**config.mk**
```make
export PLATFORM = sky130hd
export DESIGN_NAME = wp_status_unit
export DESIGN_NICKNAME = d
export VERILOG_FILES = /design/src/rtl/wp_status_pkg.sv /design/src/rtl/wp_wen_latch.sv /design/src/rtl/wp_cycle_ctrl.sv /design/src/rtl/wp_prot_map.sv /design/src/rtl/wp_status_unit.sv
export SDC_FILE = /design/constraint.sdc
export NUM_CORES = 1
export LEC_CHECK = 0
export BUFFER_PORTS_ARGS = -buffer_cell sky130_fd_sc_hd__buf_2
export CAP_MARGIN = 30
export CORE_AREA = 3 3 40 42
export DETAILED_ROUTE_END_ITERATION = 10
export DIE_AREA = 0 0 43 45
export PLACE_DENSITY_LB_ADDON = 0.2
export SYNTH_ARGS = -nofsm -noshare
export SYNTH_HDL_FRONTEND = slang
export SYNTH_HIERARCHICAL = 1
export SYNTH_SLANG_ARGS = --single-unit
export TNS_END_PERCENT = 20
```
**constraint.sdc**
```tcl
create_clock -name clk -period 1.1 [get_ports clk]
set_input_delay 0.11 -clock clk [delete_from_list [all_inputs] [get_ports clk]]
set_output_delay 0.11 -clock clk [all_outputs]
set_load 0.01 [all_outputs]
```
**src/rtl/wp_status_pkg.sv**
```systemverilog
package wp_status_pkg;
  localparam int STAT_W  = 8;
  localparam int ST_BUSY = 0;
  localparam int ST_WEN  = 1;
  localparam int ST_BP0  = 2;
  localparam int ST_BP1  = 3;

  typedef enum logic [1:0] {
    CYC_IDLE  = 2'd0,
    CYC_STAT  = 2'd1,
    CYC_ARRAY = 2'd2
  } cyc_e;
endpackage

```
**src/rtl/wp_wen_latch.sv**
```systemverilog
module wp_wen_latch (
  input  logic clk,
  input  logic rst,
  input  logic wp_n_i,
  input  logic busy_i,
  input  logic done_ok_i,
  input  logic wren_i,
  input  logic wrdi_i,
  output logic wen_o
);
  logic wen_q;

  // Pin low and cycle completion dominate; commands act only when idle.
  always_ff @(posedge clk) begin
    if (rst) begin
      wen_q <= 1'b0;
    end else if (!wp_n_i) begin
      wen_q <= 1'b0;
    end else if (done_ok_i) begin
      wen_q <= 1'b0;
    end else if (!busy_i) begin
      if (wrdi_i)      wen_q <= 1'b0;
      else if (wren_i) wen_q <= 1'b1;
    end
  end

  assign wen_o = wen_q;
endmodule

```
**src/rtl/wp_cycle_ctrl.sv**
```systemverilog
module wp_cycle_ctrl
  import wp_status_pkg::*;
(
  input  logic       clk,
  input  logic       rst,
  input  logic       wen_i,
  input  logic       wp_n_i,
  input  logic       wrsr_i,
  input  logic       arr_wr_i,
  input  logic       wr_done_i,
  input  logic [1:0] bp_new_i,
  output logic       busy_o,
  output logic       done_ok_o,
  output logic [1:0] bp_o
);
  cyc_e       cyc_q;
  logic [1:0] bp_q;
  logic [1:0] pend_q;
  logic       allow;

  assign busy_o    = (cyc_q != CYC_IDLE);
  assign done_ok_o = wr_done_i && busy_o;
  assign allow     = wen_i && wp_n_i;

  always_ff @(posedge clk) begin
    if (rst) begin
      cyc_q  <= CYC_IDLE;
      bp_q   <= 2'b00;
      pend_q <= 2'b00;
    end else if (done_ok_o) begin
      cyc_q <= CYC_IDLE;
      if (cyc_q == CYC_STAT) bp_q <= pend_q;
    end else if (!busy_o && allow) begin
      if (wrsr_i) begin
        cyc_q  <= CYC_STAT;
        pend_q <= bp_new_i;
      end else if (arr_wr_i) begin
        cyc_q <= CYC_ARRAY;
      end
    end
  end

  assign bp_o = bp_q;
endmodule

```
**src/rtl/wp_prot_map.sv**
```systemverilog
module wp_prot_map #(
  parameter int ADDR_W = 7
) (
  input  logic [1:0]        bp_i,
  input  logic [ADDR_W-1:0] addr_i,
  output logic              prot_o
);
  logic [1:0] hi2;

  generate
    if (ADDR_W >= 2) begin : g_wide
      assign hi2 = addr_i[ADDR_W-1 -: 2];
    end else begin : g_narrow
      assign hi2 = {addr_i[0], addr_i[0]};
    end
  endgenerate

  always_comb begin
    case (bp_i)
      2'b00:   prot_o = 1'b0;
      2'b01:   prot_o = &hi2;
      2'b10:   prot_o = hi2[1];
      default: prot_o = 1'b1;
    endcase
  end
endmodule

```
**src/rtl/wp_status_unit.sv**
```systemverilog
module wp_status_unit
  import wp_status_pkg::*;
#(
  parameter int ADDR_W = 7
) (
  input  logic              clk,
  input  logic              rst,
  input  logic              wp_n_i,
  input  logic              wren_i,
  input  logic              wrdi_i,
  input  logic              wrsr_i,
  input  logic [7:0]        wrsr_data_i,
  input  logic              arr_wr_i,
  input  logic              wr_done_i,
  input  logic [ADDR_W-1:0] chk_addr_i,
  output logic [7:0]        status_o,
  output logic              permit_o
);
  logic       busy;
  logic       done_ok;
  logic       wen;
  logic [1:0] bp;
  logic       prot;
  logic       unused_data_bits;

  assign unused_data_bits = ^{wrsr_data_i[7:4], wrsr_data_i[1:0]};

  wp_wen_latch u_wen (
    .clk       (clk),
    .rst       (rst),
    .wp_n_i    (wp_n_i),
    .busy_i    (busy),
    .done_ok_i (done_ok),
    .wren_i    (wren_i),
    .wrdi_i    (wrdi_i),
    .wen_o     (wen)
  );

  wp_cycle_ctrl u_cyc (
    .clk       (clk),
    .rst       (rst),
    .wen_i     (wen),
    .wp_n_i    (wp_n_i),
    .wrsr_i    (wrsr_i),
    .arr_wr_i  (arr_wr_i),
    .wr_done_i (wr_done_i),
    .bp_new_i  (wrsr_data_i[ST_BP1:ST_BP0]),
    .busy_o    (busy),
    .done_ok_o (done_ok),
    .bp_o      (bp)
  );

  wp_prot_map #(.ADDR_W(ADDR_W)) u_map (
    .bp_i   (bp),
    .addr_i (chk_addr_i),
    .prot_o (prot)
  );

  // Every status bit comes straight from a flop.
  always_comb begin
    status_o          = '0;
    status_o[ST_BUSY] = busy;
    status_o[ST_WEN]  = wen;
    status_o[ST_BP0]  = bp[0];
    status_o[ST_BP1]  = bp[1];
  end

  assign permit_o = wen && wp_n_i && !prot;
endmodule

```
==> results of run 1 <==
-- worst max-delay path, stage by stage, from the launching register on --
cell and delay [ns]:
dfxtp_2 0.33, o21ai_2 0.10, nand2_1 0.05, and3b_1 0.19, buf_2 0.12
-- repair_timing --
action,CTS,global route
buffers inserted,1,0
pin swaps,2,1
resized for setup,2,2
hold endpoints to repair,0,0
endpoints found under the setup margin,2,4
-- layer usage --
| metal | part of all wire [%] | vias up |
|---|---|---|
| li1 | - | 168 |
| met1 | 49 | 132 |
| met2 | 41 | 14 |
| met3 | 9.9 | 2 |
| met4 | 0.60 | 0 |
| met5 | 0 | - |
-- cells in the final DEF, fill, tap and decap left out, drive strengths merged --
| cell type | synthesis | layout |
|---|---|---|
| o21ai | 1 | 1 |
| nand2b | 4 | 4 |
| mux2i | 4 | 4 |
| nand3 | 1 | 1 |
| o21a | 3 | 3 |
| nor2 | 3 | 3 |
| nor3b | 1 | 1 |
| inv | 1 | 1 |
| o221a | 1 | 1 |
| nor2b | 1 | 1 |
| buf | 6 | 18 |
| nand3b | 1 | 1 |
| dfxtp | 7 | 7 |
| conb | 1 | 4 |
| nor4b | 2 | 2 |
| or2 | 1 | 1 |
| and3b | 1 | 1 |
| nand2 | 2 | 2 |
| clkbuf | 0 | 4 |
-- flip-flops by register name, indices dropped and copies added, names as in the netlist --
signal        flops
u_cyc/pend_q      2
u_cyc/bp_o        2
u_wen/wen_o       1
u_cyc/cyc_q       2
-- Yosys cell counts --
library cell	count	share of area, %
nor4b_4	1	6.0
conb_1	1	0.95
nor4b_1	1	2.2
nand3_1	1	1.3
nor2b_1	1	1.6
buf_4	6	11
o221a_2	1	2.8
nand2_1	2	1.9
nor3b_2	1	3.2
and3b_1	1	2.2
o21a_2	1	2.2
nand2b_1	4	6.3
o21ai_1	1	1.3
nand3b_1	1	1.9
or2_1	1	1.6
inv_1	1	0.95
nor2_1	3	2.8
dfxtp_1	7	35
o21a_1	2	3.8
mux2i_1	4	10
-- layout make-up --
class	instances	area, um^2	share of cell area, %
Clock buffer	4	26.3	5.16
Inverter	1	3.75	0.737
Multi-Input combinational cell	30	221	43.5
Sequential cell	7	144	28.3
Tap cell	15	18.8	3.69
Timing Repair Buffer	18	95.1	18.7
-- power breakdown --
part	internal, W	switching, W
registers	0.000257	0.00000226
logic	0.0000299	0.0000260
clock network	0.000138	0.0000874
-- per-stage QoR --
| step | hold slack, ns | utilization [%] | setup WS [ns] | setup TNS (ns) | cells |
|---|---|---|---|---|---|
| 3_5_place_dp | 0.384 | 36.4 | 0.0484 | 0 | 70 |
| 3_3_place_gp | 0.380 | 36.4 | 0.0646 | 0 | 70 |
| 2_1_floorplan | 0.182 | - | 0.116 | 0 | 44 |
| 4_1_cts | 0.110 | 39.2 | -0.0647 | -0.0931 | 75 |
| 6_report | 0.117 | 39.6 | -0.0314 | -0.0314 | 75 |
| 5_1_grt | 0.116 | 39.6 | -0.104 | -0.202 | 75 |
-- how the worst max path moves through the flow --
stage / start / cells after the start / endpoint / slack [ns]
2_1_floorplan: u_wen/wen_o$_SDFFE_PP0P_ / 3 / u_cyc/pend_q[0]$_SDFFE_PP0P_ / 0.12
3_3_place_gp: u_wen/wen_o$_SDFFE_PP0P_ / 3 / u_cyc/pend_q[1]$_SDFFE_PP0P_ / 0.06
3_5_place_dp: u_cyc/cyc_q[0]$_SDFFE_PP0P_ / 2 / u_cyc/pend_q[1]$_SDFFE_PP0P_ / 0.05
4_1_cts: u_cyc/bp_o[0]$_SDFFE_PP0P_ / 4 / permit_o / -0.06
5_1_grt: u_cyc/bp_o[0]$_SDFFE_PP0P_ / 4 / permit_o / -0.10
6_report: u_cyc/bp_o[0]$_SDFFE_PP0P_ / 4 / permit_o / -0.03
-- kinds of logic after synthesis --
logic type             after synthesis  share of synthesized area (%)
AND/OR/NAND/NOR                     17                           31.0
AO/OA/AOI/OAI                        5                           10.1
flip-flops                           7                           35.4
other                                1                          0.948
buffers and inverters                7                           12.3
multiplexers                         4                           10.1
==> results.py, run 1 <==
metrics = {
    "yosys": {
        "synth-seq-cells": 7,
        "avgSynthCellArea_um2": 9.64,
        "netlist_area_um2": 395,
        "ys_warn_count": 6,
        "syn-instance-count": 41,
        "synthDistinctLibCells": 20,
        "seq_area_frac_synth_pct": 35.4,
    },
    "critical_path": {
        "r2r_end": "u_cyc/pend_q[1]$_SDFFE_PP0P_",
        "setup.worst_path.end_class": "output port",
        "path_class": "register to output port",
        "regToRegStartpoint": "u_wen/wen_o$_SDFFE_PP0P_",
        "rrSetupSlack_ns": 0.07,
        "critical_path_required_ns": 0.99,
        "r2r_cells": 3,
        "critPathLaunchType": "register",
        "arrival_ns": 1.02,
        "critPathMaxFanout": 3,
    },
    "global_route": {
        "grt_use_met1_pct": 10.2,
        "gr-usage-met3_pct": 2.39,
        "track_usage_pct": 7.69,
        "grt_busiest_layer": "met1",
        "grt_util_met2_pct": 9.58,
        "grt_max_degree": 9,
        "grt_pass1_vias": 266,
        "gr-total-overflow": 0,
        "antenna_found_initial": 0,
        "grt_pass1_wl_um": 1060,
    },
    "outcome": {
        "violations": "negative setup slack",
        "status": "finished, violations left",
    },
    "sta": {
        "post-route-period-util_pct": 103,
        "hold_violations": 0,
        "fin_crit_ns": 1.13,
        "fmax_ghz": 0.884,
        "worst_slack_ns": -0.0314,
        "setup_violations": 1,
        "rsz0062_at_grt": "true",
        "slew_violations": 0,
        "skew_ns": 0.00209,
    },
    "power": {
        "peakVddDrop_mv": 0.479,
        "p_leak_nw": 0.258,
        "fin_total_pwr_w": 0.000540,
        "p_per_area_nw_per_um2": 1060,
    },
    "placement": {
        "placed_cell_area_um2": 468,
        "io_buffers": 16,
        "gp_congestion": 0.641,
        "place_hpwl_um": 562,
    },
    "worst_hold_path": {
        "hold_class": "input port to register",
        "hold_end": "u_cyc/bp_o[0]$_SDFFE_PP0P_",
        "holdCritStartpoint": "rst",
        "hold_path_depth": 2,
    },
    "floorplanning": {
        "die_area_um2": 1940,
        "std_cell_rows": 13,
        "io_pins": 32,
        "die_w_um": 43,
        "fp.dieH_um": 45,
        "core_area_um2": 1280,
        "initial_core_util_pct": 30.8,
    },
    "clocking": {
        "cts.sinks": 7,
        "htreeDepth": 1,
        "numCtsBuffers": 3,
        "cts_hold_buf": 0,
        "ctsRootBufferMaster": "clkbuf_4",
        "insertion_delay_ns": 0.24,
        "clockBufferDepth": 2,
        "cts_tree": "done",
        "clk_pin_slew_ns": 0.05,
    },
    "route": {
        "totalWireLength_um": 669,
        "postRouteAntennaNets": 0,
        "drtIter0Drc": 1,
        "vias": 316,
        "post-route-drc-count": 0,
        "vias_per_cell": 4.21,
        "drt-pass1-iter-count": 2,
        "avgRoutedWirePerCell_um": 8.92,
    },
    "flow_run": {
        "drv_cap": 0,
    },
    "cells_and_area": {
        "final_nets": 84,
        "antennaDiodeCount": 0,
        "fillers": 134,
        "drive_above_1_share_pct": 48.3,
        "final_area_um2": 509,
        "area_growth_pct": 28.8,
    },
}
No activity file was read; power rests on OpenSTA's default activity.
==> run 2: changes to the inputs <==
--- a/config.mk
+++ b/config.mk
@@ -11,6 +11,7 @@
 export DETAILED_ROUTE_END_ITERATION = 10
 export DIE_AREA = 0 0 43 45
 export PLACE_DENSITY_LB_ADDON = 0.2
+export SETUP_SLACK_MARGIN = 0.3
 export SYNTH_ARGS = -nofsm -noshare
 export SYNTH_HDL_FRONTEND = slang
 export SYNTH_HIERARCHICAL = 1
==> results.py, run 2 (same netlist as run 1, synthesis figures left out) <==
metrics = {
    "critical_path": {
        "crit_chain": "o21ai_2 -> nand2_1 -> and3b_1 -> buf_2",
        "critPathMaxFanout": 3,
        "crit_buf_inv": 1,
        "arrival_ns": 1.06,
        "cp_top_family": "flip-flops",
        "cpMaxStageDelayCell": "dfxtp_2",
        "setup.worst_path.end_class": "output port",
        "rrSetupSlack_ns": 0.01,
        "critical_path_required_ns": 0.99,
        "path_class": "register to output port",
        "critPathLaunchType": "register",
        "cpPeakStageDelay_ns": 0.33,
    },
    "power": {
        "p_comb_share_pct": 10.4,
        "p_leak_nw": 0.267,
        "fin_total_pwr_w": 0.000549,
        "p_switching_w": 0.000125,
        "intPower_w": 0.000424,
        "peakVddDrop_mv": 0.816,
        "seq_power_share_pct": 46.9,
        "p_per_area_nw_per_um2": 1020,
        "power_frac_clock_pct": 42.7,
        "netSwitchingFraction_pct": 22.8,
    },
    "placement": {
        "gp_congestion": 0.610,
        "placed_cell_area_um2": 464,
        "place_hpwl_um": 562,
        "io_buffers": 16,
    },
    "cells_and_area": {
        "mostFrequentLayoutCell": "buf_2",
        "fillers": 127,
        "final_area_um2": 541,
        "final_nets": 85,
        "drive_above_1_share_pct": 54.1,
        "layout_common_cells": "14 x buf_2, 4 x conb_1, 4 x nand2b_1, 4 x mux2i_1, 4 x dfxtp_2",
        "area_growth_pct": 36.7,
        "antennaDiodeCount": 0,
        "seq_area_um2": 149,
        "multi_input_area_um2": 224,
    },
    "sta": {
        "fin_crit_ns": 1.17,
        "rsz0062_at_grt": "true",
        "hold_violations": 0,
        "worst_slack_ns": -0.0738,
        "setup_violations": 1,
        "fmax_ghz": 0.852,
        "post-route-period-util_pct": 107,
        "skew_ns": 0.00699,
        "slew_violations": 0,
    },
    "route": {
        "post-route-drc-count": 0,
        "drt-pass1-iter-count": 2,
        "vias": 324,
        "vias_per_cell": 4.26,
        "drtIter0Drc": 3,
        "totalWireLength_um": 773,
        "avgRoutedWirePerCell_um": 10.2,
        "postRouteAntennaNets": 0,
    },
    "global_route": {
        "grt_max_degree": 9,
        "grt_pass1_vias": 281,
        "gr-total-overflow": 0,
        "grt_pass1_wl_um": 1080,
        "track_usage_pct": 8.18,
        "antenna_found_initial": 0,
    },
    "clocking": {
        "htreeDepth": 1,
        "cts_tree": "done",
        "numCtsBuffers": 3,
        "ctsRootBufferMaster": "clkbuf_4",
        "insertion_delay_ns": 0.25,
        "cts.sinks": 7,
        "clockBufferDepth": 2,
        "clk_pin_slew_ns": 0.06,
    },
    "worst_hold_path": {
        "hold_class": "input port to register",
    },
    "floorplanning": {
        "die_area_um2": 1940,
        "fp.dieH_um": 45,
        "io_pins": 32,
        "std_cell_rows": 13,
        "die_w_um": 43,
        "core_area_um2": 1280,
        "initial_core_util_pct": 30.8,
    },
    "outcome": {
        "violations": "negative setup slack",
        "status": "finished, violations left",
    },
    "flow_run": {
        "drv_cap": 0,
    },
}
[run 2: cell type report]
cell class	count	area share [%]
timing repair buffer	19	22.0
sequential	7	27.5
tap	15	3.47
clock buffer	4	4.86
multi-input combinational	30	41.4
inverter	1	0.694
[run 2: timing repair]
item,in CTS,in global routing
setup buffers,3,0
setup endpoints to repair,12,12
pin swaps,7,4
gates resized for setup,7,2
hold buffers,0,0
endpoints found under the hold margin,0,0
[run 2: metal layers]
layer / track usage, % / share of wire, % / up-vias
li1: - / - / 170
met1: 8.74 / 43 / 136
met2: 10.8 / 44 / 18
met3: 7.97 / 13 / 0
met4: 3.61 / 0 / 0
met5: 0 / 0 / -
[run 2: power groups by stage]
stage,logic (W),registers [W],clock network (W)
2_1_floorplan,0.0000396,0.000264,0
3_3_place_gp,0.0000538,0.000265,0
3_5_place_dp,0.0000543,0.000265,0
4_1_cts,0.0000565,0.000257,0.000246
5_1_grt,0.0000629,0.000257,0.000266
6_report,0.0000572,0.000258,0.000234
[run 2: final timing paths]
check                                 end  depth (start not counted)                         start
min            u_cyc/bp_o[0]$_SDFFE_PP0P_                          2                           rst
max                              permit_o                          4    u_cyc/bp_o[0]$_SDFFE_PP0P_
max reg2reg      u_wen/wen_o$_SDFFE_PP0P_                          3   u_cyc/cyc_q[1]$_SDFFE_PP0P_
min reg2reg  u_cyc/pend_q[1]$_SDFFE_PP0P_                          2  u_cyc/pend_q[1]$_SDFFE_PP0P_
[run 2: through the flow]
step	instances	setup WS, ns	util, %	hold slack (ns)	TNS (ns)
2_1_floorplan	44	0.124	-	0.182	0
3_3_place_gp	69	0.0243	36.1	0.379	0
3_5_place_dp	69	0.0200	36.1	0.381	0
4_1_cts	76	-0.0739	41.5	0.0903	-0.0775
5_1_grt	76	-0.116	42.1	0.109	-0.287
6_report	76	-0.0738	42.1	0.101	-0.0738
==> run 3: changes to the inputs <==
--- a/config.mk
+++ b/config.mk
@@ -10,8 +10,8 @@
 export CORE_AREA = 3 3 40 42
 export DETAILED_ROUTE_END_ITERATION = 10
 export DIE_AREA = 0 0 43 45
-export PLACE_DENSITY_LB_ADDON = 0.2
-export SETUP_SLACK_MARGIN = 0.3
+export PLACE_DENSITY = 0.66
+export SETUP_SLACK_MARGIN = 0.15
 export SYNTH_ARGS = -nofsm -noshare
 export SYNTH_HDL_FRONTEND = slang
 export SYNTH_HIERARCHICAL = 1
==> results.py, run 3 (same netlist as run 1, synthesis figures left out) <==
metrics = {
    "outcome": {
        "status": "finished, violations left",
        "violations": "negative setup slack",
    },
    "route": {
        "avgRoutedWirePerCell_um": 9.27,
        "vias_per_cell": 4.35,
        "post-route-drc-count": 0,
        "postRouteAntennaNets": 0,
        "drtIter0Drc": 2,
        "totalWireLength_um": 686,
        "vias": 322,
        "drt-pass1-iter-count": 2,
    },
    "flow_run": {
        "drv_cap": 0,
    },
    "clocking": {
        "cts.sinks": 7,
        "insertion_delay_ns": 0.25,
        "cts_hold_buf": 0,
        "cts_setup_buffers": 0,
        "clockBufferDepth": 2,
        "clk_pin_slew_ns": 0.05,
        "numCtsBuffers": 3,
        "htreeDepth": 1,
        "cts_tree": "done",
        "ctsRootBufferMaster": "clkbuf_4",
    },
    "critical_path": {
        "critPathLaunchType": "register",
        "setup.worst_path.end_class": "output port",
        "critical_path_required_ns": 0.99,
        "critPathMaxFanout": 4,
        "path_class": "register to output port",
        "arrival_ns": 1.04,
    },
    "global_route": {
        "grt_busiest_layer": "met2",
        "track_usage_pct": 8.44,
        "grt_use_met1_pct": 9.25,
        "grt_pass1_wl_um": 1160,
        "gr-total-overflow": 0,
        "grt_util_met2_pct": 11.1,
        "grt_max_degree": 9,
        "gr-usage-met3_pct": 9.16,
        "grt_pass1_vias": 285,
        "antenna_found_initial": 0,
    },
    "floorplanning": {
        "die_w_um": 43,
        "io_pins": 32,
        "core_area_um2": 1280,
        "fp.dieH_um": 45,
        "initial_core_util_pct": 30.8,
        "die_area_um2": 1940,
        "std_cell_rows": 13,
    },
    "worst_hold_path": {
        "hold_class": "input port to register",
    },
    "sta": {
        "setup_violations": 2,
        "fmax_ghz": 0.869,
        "post-route-period-util_pct": 105,
        "slew_violations": 0,
        "skew_ns": 0.00419,
        "fin_crit_ns": 1.15,
        "worst_slack_ns": -0.0513,
        "rsz0062_at_grt": "true",
        "hold_violations": 0,
    },
    "cells_and_area": {
        "final_nets": 83,
        "utilization_pct": 40.8,
        "final_area_um2": 524,
        "antennaDiodeCount": 0,
        "mostFrequentLayoutCell": "buf_2",
        "fillers": 131,
        "drive_above_1_share_pct": 54.2,
        "layout_common_cells": "15 x buf_2, 4 x conb_1, 4 x nand2b_1, 4 x mux2i_1",
        "area_growth_pct": 32.6,
    },
    "power": {
        "p_per_area_nw_per_um2": 1050,
        "fin_total_pwr_w": 0.000549,
        "p_leak_nw": 0.255,
        "peakVddDrop_mv": 0.620,
    },
    "placement": {
        "placed_cell_area_um2": 472,
        "place_hpwl_um": 563,
        "gp_congestion": 0.687,
        "io_buffers": 16,
    },
}
-- run 3: cell count changes in the layout (fill, tap and decap cells not counted), sizes merged --
| cell | change |
|---|---|
| buf | -2 |
-- run 3: final timing paths --
| path | slack, ns | from | depth (start not counted) | to |
|---|---|---|---|---|
| max | -0.05 | u_cyc/bp_o[0]$_SDFFE_PP0P_ | 4 | permit_o |
| min | 0.11 | rst | 2 | u_cyc/bp_o[0]$_SDFFE_PP0P_ |
| max reg2reg | 0.09 | u_cyc/cyc_q[0]$_SDFFE_PP0P_ | 2 | u_cyc/pend_q[1]$_SDFFE_PP0P_ |
| min reg2reg | 0.47 | u_cyc/pend_q[1]$_SDFFE_PP0P_ | 2 | u_cyc/pend_q[1]$_SDFFE_PP0P_ |
-- run 3: power breakdown --
group,internal [W],switching [W],total [W]
sequential,0.000252,0.00000256,0.000255
combinational,0.0000323,0.0000267,0.0000590
clock,0.000139,0.0000964,0.000235
-- run 3: routing by layer --
layer | wire length, um | part of all wire [%]
met1 | 276 | 40
met4 | 0 | 0
met5 | 0 | 0
met3 | 100 | 15
met2 | 309 | 45
-- run 3: what timing repair did --
item / CTS / global route
pin swaps: 3 / 4
gates resized for setup: 3 / 6
endpoints found under the setup margin: 8 / 10
gates cloned: 0 / 0
-- run 3: metrics by stage --
| step | hold slack [ns] | cells | setup slack [ns] | setup TNS (ns) |
|---|---|---|---|---|
| final | 0.107 | 74 | -0.0513 | -0.0563 |
| after global routing | 0.110 | 74 | -0.117 | -0.165 |
| after CTS | 0.0985 | 74 | -0.0677 | -0.0941 |
| after detailed placement | 0.377 | 70 | 0.0499 | 0 |
| after global placement | 0.377 | 70 | 0.0571 | 0 |
| after floorplan | 0.182 | 44 | 0.124 | 0 |
-- run 3: final cells by class --
cell class	instances	area (um^2)	area share [%]
clock buffers	4	26.3	5.01
inverters	1	3.75	0.716
multi-input cells	30	231	44.2
flip-flops and latches	7	150	28.6
well taps	15	18.8	3.58
repair buffers	17	93.8	17.9
-- run 3: worst max-delay path, cell delays in order (launching register included) --
cell     delay, ns
dfxtp_2       0.33
o21ai_1       0.11
nand2_1       0.05
and3b_1       0.19
buf_2         0.12
